===== src/rtl/conv_seq_pkg.sv =====
package conv_seq_pkg;

  // Mode encoding: bit 0 selects sequence stepping, bit 1 selects repetition.
  typedef enum logic [1:0] {
    MODE_SINGLE     = 2'b00,
    MODE_SEQ        = 2'b01,
    MODE_RPT_SINGLE = 2'b10,
    MODE_RPT_SEQ    = 2'b11
  } seq_mode_e;

  typedef enum logic [1:0] {
    ST_IDLE  = 2'd0,
    ST_FETCH = 2'd1,
    ST_ISSUE = 2'd2,
    ST_WAIT  = 2'd3
  } seq_state_e;

  function automatic logic mode_steps(input seq_mode_e m);
    return m[0];
  endfunction

  function automatic logic mode_repeats(input seq_mode_e m);
    return m[1];
  endfunction

endpackage


===== src/rtl/conv_seq_table.sv =====
module conv_seq_table #(
  parameter int DEPTH = 32,
  parameter int EW    = 10,
  localparam int AW   = $clog2(DEPTH)
) (
  input  logic          clk,
  input  logic          we,
  input  logic [AW-1:0] waddr,
  input  logic [EW-1:0] wdata,
  input  logic          re,
  input  logic [AW-1:0] raddr,
  output logic [EW-1:0] rdata
);

  // Simple dual-port store with a registered read, suited to block RAM.
  logic [EW-1:0] mem [DEPTH];

  always_ff @(posedge clk) begin
    if (we) begin
      mem[waddr] <= wdata;
    end
    if (re) begin
      rdata <= mem[raddr];
    end
  end

endmodule


===== src/rtl/conv_seq_ptr.sv =====
module conv_seq_ptr #(
  parameter int DEPTH = 32,
  localparam int AW   = $clog2(DEPTH)
) (
  input  logic          clk,
  input  logic          rst,
  input  logic          load,
  input  logic [AW-1:0] load_val,
  input  logic          adv,
  output logic [AW-1:0] ptr
);

  localparam logic [AW-1:0] LAST = AW'(DEPTH - 1);

  logic [AW-1:0] ptr_q;

  always_ff @(posedge clk) begin
    if (rst) begin
      ptr_q <= '0;
    end else if (load) begin
      ptr_q <= load_val;
    end else if (adv) begin
      ptr_q <= (ptr_q == LAST) ? '0 : ptr_q + 1'b1;
    end
  end

  assign ptr = ptr_q;


  wrap_zero_chk: assert property (@(posedge clk) disable iff (rst)
    (adv && !load && ptr_q == LAST) |=> (ptr_q == '0));


  step_one_chk: assert property (@(posedge clk) disable iff (rst)
    (adv && !load && ptr_q != LAST) |=> (ptr_q == $past(ptr_q) + 1'b1));

endmodule


===== src/rtl/conv_seq_issue.sv =====
module conv_seq_issue #(
  parameter int DEPTH  = 32,
  parameter int CHAN_W = 5,
  parameter int REF_W  = 3,
  localparam int AW    = $clog2(DEPTH),
  localparam int EW    = CHAN_W + REF_W + 2
) (
  input  logic              clk,
  input  logic              rst,
  input  logic              issue,
  input  logic [AW-1:0]     slot,
  input  logic [EW-1:0]     entry,
  output logic [AW-1:0]     cur_slot,
  output logic [CHAN_W-1:0] cur_chan,
  output logic              cur_diff,
  output logic [REF_W-1:0]  cur_ref,
  output logic              cur_eos
);

  // Entry packing: {eos, ref, diff, chan}
  localparam int DIFF_POS = CHAN_W;
  localparam int REF_LO   = CHAN_W + 1;
  localparam int EOS_POS  = EW - 1;

  always_ff @(posedge clk) begin
    if (rst) begin
      cur_slot <= '0;
      cur_chan <= '0;
      cur_diff <= 1'b0;
      cur_ref  <= '0;
      cur_eos  <= 1'b0;
    end else if (issue) begin
      cur_slot <= slot;
      cur_chan <= entry[CHAN_W-1:0];
      cur_diff <= entry[DIFF_POS];
      cur_ref  <= entry[REF_LO +: REF_W];
      cur_eos  <= entry[EOS_POS];
    end
  end

endmodule


===== src/rtl/conv_seq_fsm.sv =====
module conv_seq_fsm
  import conv_seq_pkg::*;
#(
  parameter int DEPTH = 32,
  localparam int AW   = $clog2(DEPTH)
) (
  input  logic          clk,
  input  logic          rst,
  input  logic [1:0]    mode,
  input  logic          enable,
  input  logic          trigger,
  input  logic          stop,
  input  logic          conv_done,
  input  logic          cur_eos,
  input  logic [AW-1:0] cur_slot,
  output logic          ptr_load,
  output logic          ptr_adv,
  output logic          rd_en,
  output logic          issue,
  output logic          conv_start,
  output logic          res_valid,
  output logic [AW-1:0] res_slot,
  output logic          seq_done,
  output logic          busy
);

  seq_state_e state_q, state_d;
  seq_mode_e  mode_q;
  logic       finish;
  logic       last;

  assign last = !mode_steps(mode_q) || cur_eos;

  always_comb begin
    state_d  = state_q;
    ptr_load = 1'b0;
    ptr_adv  = 1'b0;
    rd_en    = 1'b0;
    issue    = 1'b0;
    finish   = 1'b0;
    if (stop) begin
      state_d = ST_IDLE;
    end else begin
      unique case (state_q)
        ST_IDLE: begin
          if (trigger && enable) begin
            ptr_load = 1'b1;
            state_d  = ST_FETCH;
          end
        end
        ST_FETCH: begin
          rd_en   = 1'b1;
          state_d = ST_ISSUE;
        end
        ST_ISSUE: begin
          issue   = 1'b1;
          state_d = ST_WAIT;
        end
        ST_WAIT: begin
          if (conv_done) begin
            finish = 1'b1;
            if (last) begin
              if (mode_repeats(mode_q) && enable) begin
                ptr_load = 1'b1;
                state_d  = ST_FETCH;
              end else begin
                state_d = ST_IDLE;
              end
            end else begin
              ptr_adv = 1'b1;
              state_d = ST_FETCH;
            end
          end
        end
        default: state_d = ST_IDLE;
      endcase
    end
  end

  always_ff @(posedge clk) begin
    if (rst) begin
      state_q    <= ST_IDLE;
      mode_q     <= MODE_SINGLE;
      conv_start <= 1'b0;
      res_valid  <= 1'b0;
      seq_done   <= 1'b0;
      res_slot   <= '0;
    end else begin
      state_q    <= state_d;
      conv_start <= issue;
      res_valid  <= finish;
      seq_done   <= finish && last;
      if (state_q == ST_IDLE && trigger && enable && !stop) begin
        mode_q <= seq_mode_e'(mode);
      end
      if (finish) begin
        res_slot <= cur_slot;
      end
    end
  end

  assign busy = (state_q != ST_IDLE);


  reset_quiet_chk: assert property (@(posedge clk)
    rst |=> (!busy && !conv_start && !res_valid && !seq_done));


  start_pulse_chk: assert property (@(posedge clk) disable iff (rst)
    conv_start |=> !conv_start);


  start_busy_chk: assert property (@(posedge clk) disable iff (rst)
    conv_start |-> busy);


  res_after_done_chk: assert property (@(posedge clk) disable iff (rst)
    res_valid |-> $past(conv_done));


  stop_idle_chk: assert property (@(posedge clk) disable iff (rst)
    stop |=> (!busy && !res_valid && !seq_done && !conv_start));


  done_with_result_chk: assert property (@(posedge clk) disable iff (rst)
    seq_done |-> res_valid);

endmodule


===== src/rtl/conv_seq_ctrl.sv =====
module conv_seq_ctrl #(
  parameter int N_SLOTS = 32,
  parameter int CHAN_W  = 5,
  parameter int REF_W   = 3,
  localparam int AW     = $clog2(N_SLOTS),
  localparam int EW     = CHAN_W + REF_W + 2
) (
  input  logic              clk,
  input  logic              rst,
  input  logic              cfg_we,
  input  logic [AW-1:0]     cfg_addr,
  input  logic [CHAN_W-1:0] cfg_chan,
  input  logic              cfg_diff,
  input  logic [REF_W-1:0]  cfg_ref,
  input  logic              cfg_eos,
  input  logic [AW-1:0]     start_addr,
  input  logic [1:0]        mode,
  input  logic              enable,
  input  logic              trigger,
  input  logic              stop,
  input  logic              conv_done,
  output logic              conv_start,
  output logic [AW-1:0]     conv_slot,
  output logic [CHAN_W-1:0] conv_chan,
  output logic              conv_diff,
  output logic [REF_W-1:0]  conv_ref,
  output logic              res_valid,
  output logic [AW-1:0]     res_slot,
  output logic              busy,
  output logic              seq_done
);

  logic [EW-1:0] wr_word;
  logic [EW-1:0] rd_word;
  logic [AW-1:0] ptr;
  logic          ptr_load;
  logic          ptr_adv;
  logic          rd_en;
  logic          issue;
  logic          cur_eos;

  assign wr_word = {cfg_eos, cfg_ref, cfg_diff, cfg_chan};

  conv_seq_table #(
    .DEPTH (N_SLOTS),
    .EW    (EW)
  ) u_table (
    .clk   (clk),
    .we    (cfg_we),
    .waddr (cfg_addr),
    .wdata (wr_word),
    .re    (rd_en),
    .raddr (ptr),
    .rdata (rd_word)
  );

  conv_seq_ptr #(
    .DEPTH (N_SLOTS)
  ) u_ptr (
    .clk      (clk),
    .rst      (rst),
    .load     (ptr_load),
    .load_val (start_addr),
    .adv      (ptr_adv),
    .ptr      (ptr)
  );

  conv_seq_issue #(
    .DEPTH  (N_SLOTS),
    .CHAN_W (CHAN_W),
    .REF_W  (REF_W)
  ) u_issue (
    .clk      (clk),
    .rst      (rst),
    .issue    (issue),
    .slot     (ptr),
    .entry    (rd_word),
    .cur_slot (conv_slot),
    .cur_chan (conv_chan),
    .cur_diff (conv_diff),
    .cur_ref  (conv_ref),
    .cur_eos  (cur_eos)
  );

  conv_seq_fsm #(
    .DEPTH (N_SLOTS)
  ) u_fsm (
    .clk        (clk),
    .rst        (rst),
    .mode       (mode),
    .enable     (enable),
    .trigger    (trigger),
    .stop       (stop),
    .conv_done  (conv_done),
    .cur_eos    (cur_eos),
    .cur_slot   (conv_slot),
    .ptr_load   (ptr_load),
    .ptr_adv    (ptr_adv),
    .rd_en      (rd_en),
    .issue      (issue),
    .conv_start (conv_start),
    .res_valid  (res_valid),
    .res_slot   (res_slot),
    .seq_done   (seq_done),
    .busy       (busy)
  );

endmodule


===== config.mk =====
export PLATFORM = sky130hd
export DESIGN_NAME = conv_seq_ctrl
export DESIGN_NICKNAME = d
export VERILOG_FILES = /design/src/rtl/conv_seq_pkg.sv /design/src/rtl/conv_seq_table.sv /design/src/rtl/conv_seq_ptr.sv /design/src/rtl/conv_seq_issue.sv /design/src/rtl/conv_seq_fsm.sv /design/src/rtl/conv_seq_ctrl.sv
export SDC_FILE = /design/constraint.sdc
export NUM_CORES = 1
export LEC_CHECK = 0
export ABC_AREA = 1
export BUFFER_PORTS_ARGS = -buffer_cell sky130_fd_sc_hd__buf_4
export CORE_UTILIZATION = 67
export DETAILED_ROUTE_END_ITERATION = 6
export PLACE_DENSITY = 0.92
export SYNTH_ARGS = -nofsm -noshare
export SYNTH_HDL_FRONTEND = slang
export SYNTH_SLANG_ARGS = --single-unit

===== constraint.sdc =====
create_clock -name clk -period 3.9 [get_ports clk]
set_input_delay 0.585 -clock clk [delete_from_list [all_inputs] [get_ports clk]]
set_output_delay 0.585 -clock clk [all_outputs]
set_load 0.005 [all_outputs]

==> reports/qor.csv, run 1 <==
metric,value,unit
die_height,153,um
ir_drop,0.000377,V
root_buffer,clkbuf_16,
clockBufferDepth,3,
avgSynthCellArea,10.4,um^2
maxUsedRoutingLayer,met4,
final_hold_viol_count,0,
synth_area_leader_cell,edfxtp_1,
syn_to_final_growth,9.95,%
final_nets,1544,
end_kind,register,
design_area,16900,um^2
stdcell_count,1818,
grt-ovfl-total,0,
via_per_inst,6.14,
start_util,0.680,
wl_met1,13200,um
grt_use_total,0.331,
wl_per_cell,21.1,um
tightest_slew,1230,ps
grt_pass1_wl,58300,um
status,finished clean,
hold_class,input pin to register,
drt-total-wl,38300,um
synth_seq_cells,362,
chipWidth,153,um
post-dp-hpwl,20900,um
dieArea,23500,um^2
cp_cell_sequence,buf_4 > nand2_1 > nand3_1 > a21oi_1 > nor2_1 > nand2_1 > nand2_1 > inv_1,
fin_crit,2770,ps
postSynthCellCount,1478,
drtIter0Drc,1678,
synth_top_cell_area_share,0.646,
cts_hold_repair.buffers,0,
num_vias,11200,
antenna_found_initial,0,
async_flop_share,0,
required,4180,ps
power,8.13,mW
diodes,0,
drive_gt1_frac,0.0724,
wl_met3,4800,um
crit_top_cell,nand2_1,
htree_levels,2,
cp_slowest_cell,dfxtp_4,
synth_commonest_cells,"nand2_1 (464), edfxtp_1 (330), nand3_1 (214), inv_1 (184), nor2_1 (97)",
critical_path.max_stage_delay,760,ps
power.static_leakage,6.85,nW
drtAntennaViolNets,0,
io_pins,52,
crit_path_start_kind,register,
power.density,482,nW/um^2
drc,0,
gp_congestion,0.870,
first_pass_iters,7,
synthFlopType,edfxtp_1,
maxCapViolCount,0,
ys_top_cells_by_area,"edfxtp_1 (65%), nand2_1 (11%), nand3_1 (7.0%), inv_1 (4.5%), dfxtp_1 (4.2%)",
insertion_delay,530,ps
first_global_vias,10900,
whs,273,ps
cts_resized,0,
cts_buffers,36,
synthesis.area,15300,um^2
fmax,361,MHz
cts_tree,yes,
nFillCells,1271,
yosysWarnings,0,
finalWorstSetupSlack,1130,ps
num_rows,55,
synth_edf_count,330,
pre_cts_ws,1420,ps
finalCritPeriodShare,0.711,
yosys.cell_types.count,21,
grt_setup_unrepaired,false,
critPathKind,register to register,
seq_area_frac_synth,0.688,
setup_violations,0,
worstPathArrival,3060,ps
cts_sinks,362,
slew_headroom,0.179,
yosysMostFrequentCell,nand2_1,
wl_met2,18200,um
core_area,22600,um^2
portBuffers,51,
placed_cell_area,15800,um^2
grt_max_degree,84,
clkSlewWorstSetupHoldPaths,60,ps
fin_setup_tns,0,ps
report.final.slew_viol_count,0,
worst_clock_skew,21.7,ps
dp_cells,1755,
crit_path_max_fanout,55,
fin_util,0.747,
syn-num-nets,1514,
cts_setup_buffers,0,
power by group:
| group | internal [mW] | switching [mW] |
|---|---|---|
| clock | 1.84 | 1.41 |
| combinational | 0.144 | 0.411 |
| sequential | 4.29 | 0.0325 |
| total | 6.27 | 1.86 |
kinds of logic (layout without fill, tap and decap cells):
| family | after synthesis | in the layout | synth area share |
|---|---|---|---|
| compound gates | 72 | 72 | 0.0254 |
| fa+ha+maj | 7 | 7 | 0.00571 |
| buf+inv | 256 | 311 | 0.0708 |
| flops | 362 | 362 | 0.688 |
| simple gates | 781 | 781 | 0.210 |
path summary, 6_finish.rpt:
path / from / endpoint / slack [ps] / depth (start not counted)
max: u_ptr.ptr[0] / u_table.rdata[0] / 1130 / 8
min: rst / u_ptr.ptr[1] / 270 / 2
max reg2reg: u_ptr.ptr[0] / u_table.rdata[0] / 1130 / 8
min reg2reg: u_issue.cur_eos / u_issue.cur_eos / 460 / 2
critical path: cells and delay by family (launching register included):
kind | cells | cell delay (ps)
AND/OR/NAND/NOR | 5 | 960
flip-flops | 1 | 760
AO/OA/AOI/OAI | 1 | 120
buffers and inverters | 2 | 670
cell usage in the layout, fill, tap and decap left out:
cell,Yosys,layout
a211oi_1,1,1
a21oi_1,34,34
buf_12,0,1
buf_4,0,60
bufinv_16,0,2
clkbuf_1,18,11
clkbuf_16,0,36
clkinv_1,1,10
clkinv_2,0,3
clkinv_8,0,1
dfxtp_1,32,30
dfxtp_2,0,1
dfxtp_4,0,1
edfxtp_1,330,330
ha_1,7,7
inv_1,184,184
inv_2,2,1
inv_4,0,1
inv_6,0,1
nand2_1,464,464
nand2_2,1,1
nand3_1,214,214
nand3b_1,3,3
nor2_1,97,97
nor2_4,2,2
o211ai_1,10,10
o21ai_0,26,26
o21bai_1,1,1
cell type report:
class / count / area, um^2 / area share
Sequential cell: 362 / 10600 / 0.626
Multi-Input combinational cell: 860 / 3710 / 0.220
Clock buffer: 47 / 942 / 0.0559
Inverter: 187 / 704 / 0.0418
Timing Repair Buffer: 61 / 470 / 0.0279
Tap cell: 285 / 357 / 0.0211
Clock inverter: 16 / 134 / 0.00794
routing by layer:
layer | GRT usage | up-vias
li1 | - | 4918
met1 | 0.421 | 5090
met2 | 0.534 | 965
met3 | 0.0612 | 188
met4 | 0.201 | 0
met5 | 0 | -
registers in the layout (all words and copies together), names as in the netlist:
signal,flops
u_issue.cur_eos,1
u_fsm.state_q,2
u_issue.cur_chan,5
u_fsm.mode_q,2
u_fsm.res_slot,5
u_ptr.ptr,5
u_issue.cur_diff,1
u_issue.cur_slot,5
u_issue.cur_ref,3
u_fsm.seq_done,1
u_table.rdata,10
u_fsm.conv_start,1
u_fsm.res_valid,1
u_table.mem,320
No activity file was read; power rests on OpenSTA's default activity.
==> run 2: changes to the inputs <==
- ABC_AREA: 1 -> 0
- CORE_UTILIZATION: 67 -> 55
- PLACE_DENSITY: 0.92 -> 0.82
- clock period: 3.9 -> 2.3 ns (I/O delays scaled with it)
==> run 2 against run 1 <==
Compared with the run above:
- design area decreased by 2.7%
- sequential power increased by 69%
- critical path type unchanged
- via count decreased by 31%
- utilization decreased by 9.5 points
- first-iteration DRC count decreased by 49%
- non-clock buffer count increased by 47
- setup slack got worse by 1100 ps
- largest power group unchanged
==> reports/qor.csv, run 2 <==
metric,value,unit
reg.largest.list,"u_table.mem x320, u_table.rdata x10",
finalCritPeriodShare,0.978,
critical_path.max_stage_delay,540,ps
grt_setup_unrepaired,false,
required,2540,ps
path_buf_inv,1,
grt-ovfl-total,0,
yosys.cell_types.count,47,
cts_tree,yes,
syn-num-nets,813,
synthesis.area,14100,um^2
seq_area_frac_synth,0.747,
clkSlewWorstSetupHoldPaths,60,ps
synth.area.mux_share,0.124,
drtAntennaViolNets,0,
syn_to_final_growth,16.3,%
chipWidth,162,um
diodes,0,
largest_register,u_table.mem,
final_common_cell,edfxtp_1,
crit_path_start_kind,register,
cts_resized,0,
rr_endpoint,u_table.rdata[4],
power.density,867,nW/um^2
synth_top_family_by_area,multiplexers,
tightest_slew,1050,ps
yosysMostFrequentCell,edfxtp_1,
cts_hold_repair.buffers,0,
hold_end,u_fsm.mode_q[1],
hold_depth,3,
r2r_start,u_ptr.ptr[0],
crit_cells,4,
yosys.area_share.simple,0.0433,
report.final.slew_viol_count,0,
cp_cell_sequence,buf_12 > mux4_2 > a211oi_2 > a22oi_1,
r2r_cells,4,
worst_clock_skew,11.4,ps
synth_seq_cells,362,
async_flop_share,0,
num_vias,7730,
dieArea,26300,um^2
hp-start,mode[1],
synth-compound-area-share,0.0591,
cts_buffers,36,
largest_reg_flops,320,
insertion_delay,510,ps
synthAdderAreaFrac,0.00621,
synth_edf_count,330,
via_per_inst,6.26,
clockBufferDepth,3,
synth_top_cell_area_share,0.702,
final_hold_viol_count,0,
first_pass_iters,7,
nFillCells,1602,
num_rows,58,
cts_setup_buffers,0,
regToRegSetupSlack,50,ps
gp_congestion,0.902,
ys_top_cells_by_area,"edfxtp_1 (70%), mux4_2 (7.8%), dfxtp_1 (4.5%), mux2i_1 (4.5%), nand2_1 (1.3%)",
die_height,162,um
drt-total-wl,31700,um
fin_setup_tns,0,ps
cp_slowest_cell,mux4_2,
synth_area_leader_cell,edfxtp_1,
fin_crit,2250,ps
maxCapViolCount,0,
avgSynthCellArea,18.2,um^2
slew_headroom,0.299,
root_buffer,clkbuf_16,
drtIter0Drc,848,
yosysWarnings,0,
first_global_vias,7677,
postSynthCellCount,777,
pre_cts_ws,116,ps
setup_violations,0,
drc,0,
finalWorstSetupSlack,50.6,ps
status,finished clean,
htree_levels,2,
portBuffers,51,
antenna_found_initial,0,
start_util,0.561,
worstPathArrival,2490,ps
power.static_leakage,5.22,nW
crit_family,compound AO/OA/AOI/OAI gates,
synthFlopType,edfxtp_1,
final_nets,918,
grt_use_total,0.248,
hold_class,input pin to register,
synth_commonest_cells,"edfxtp_1 (330), mux2i_1 (64), nand2_1 (50), mux4_2 (49), nor2_1 (37)",
crit_path_max_fanout,34,
power,14.2,mW
synth_xor_area_frac,0.000621,
wl_per_cell,25.7,um
cts_sinks,362,
grt_max_degree,35,
drive_gt1_frac,0.248,
grt_pass1_wl,47100,um
end_kind,register,
ir_drop,0.000668,V
post-dp-hpwl,19200,um
critPathKind,register to register,
layout_common_cells,"edfxtp_1 (330), buf_4 (102), mux2i_1 (64), nand2_1 (50), mux4_2 (49)",
io_pins,52,
fmax,445,MHz
core_area,25200,um^2
## run 2: changes by cell type in the layout (fill, tap and decap cells not counted), moves of 42 or more
cell     previous run  this run
mux2i_1             0        64
nand2_1           464        50
nand3_1           214         5
mux4_2              0        49
nor2_1             97        37
buf_4              60       102
inv_1             184         4
## run 2: logic make-up after synthesis
kind of cell,count (synthesis)
AND/OR/NAND/NOR,131
buffers and inverters,45
multiplexers,113
AO/OA/AOI/OAI,118
flip-flops,362
XOR/XNOR,1
adder cells (fa/ha/maj),7
## run 2: worst register-to-register path, stage by stage, from the launching register on
cell,delay [ps]
dfxtp_4,520
buf_12,300
mux4_2,560
a211oi_2,440
a22oi_1,150
## run 2: worst max path at each step
stage / slack (ps) / startpoint / end
finish: 50 / u_ptr.ptr[0] / u_table.rdata[4]
global route: 10 / u_ptr.ptr[0] / u_table.rdata[4]
CTS: 120 / u_ptr.ptr[0] / u_table.rdata[4]
detailed placement: 120 / u_ptr.ptr[0] / u_table.rdata[4]
global placement: 140 / u_ptr.ptr[0] / u_table.rdata[4]
floorplan: 480 / cfg_addr[1] / u_table.mem[0][0]
## run 2: cell type report
class | instances | area, um^2 | area share
clock inverters | 12 | 231 | 0.0141
repair buffers | 108 | 886 | 0.0540
inverters | 4 | 15.0 | 0.000915
clock buffers | 49 | 1020 | 0.0623
multi-input cells | 370 | 3290 | 0.200
well taps | 330 | 413 | 0.0252
flip-flops and latches | 362 | 10600 | 0.643
## run 2: layer usage
| metal | vias up | part of all wire | GRT usage |
|---|---|---|---|
| met1 | 3837 | 0.38 | 0.327 |
| met5 | - | 0 | 0 |
| met2 | 480 | 0.48 | 0.402 |
| met3 | 67 | 0.11 | 0.0641 |
| met4 | 0 | 0.031 | 0.0888 |
| li1 | 3346 | - | - |
## run 2: stage by stage
step	hold slack (ps)	util	cell area, um^2	std cells
global route	91.7	0.652	16400	1235
finish	86.7	0.652	16400	1235
global placement	442	0.602	15200	1174
CTS	74.9	0.652	16400	1235
detailed placement	447	0.602	15200	1174
floorplan	424	-	14100	777
## run 2: power breakdown
| group | switching [mW] | total [mW] | internal, mW |
|---|---|---|---|
| clock network | 2.32 | 6.20 | 3.88 |
| logic | 0.434 | 0.720 | 0.285 |
| registers | 0.0530 | 7.31 | 7.26 |
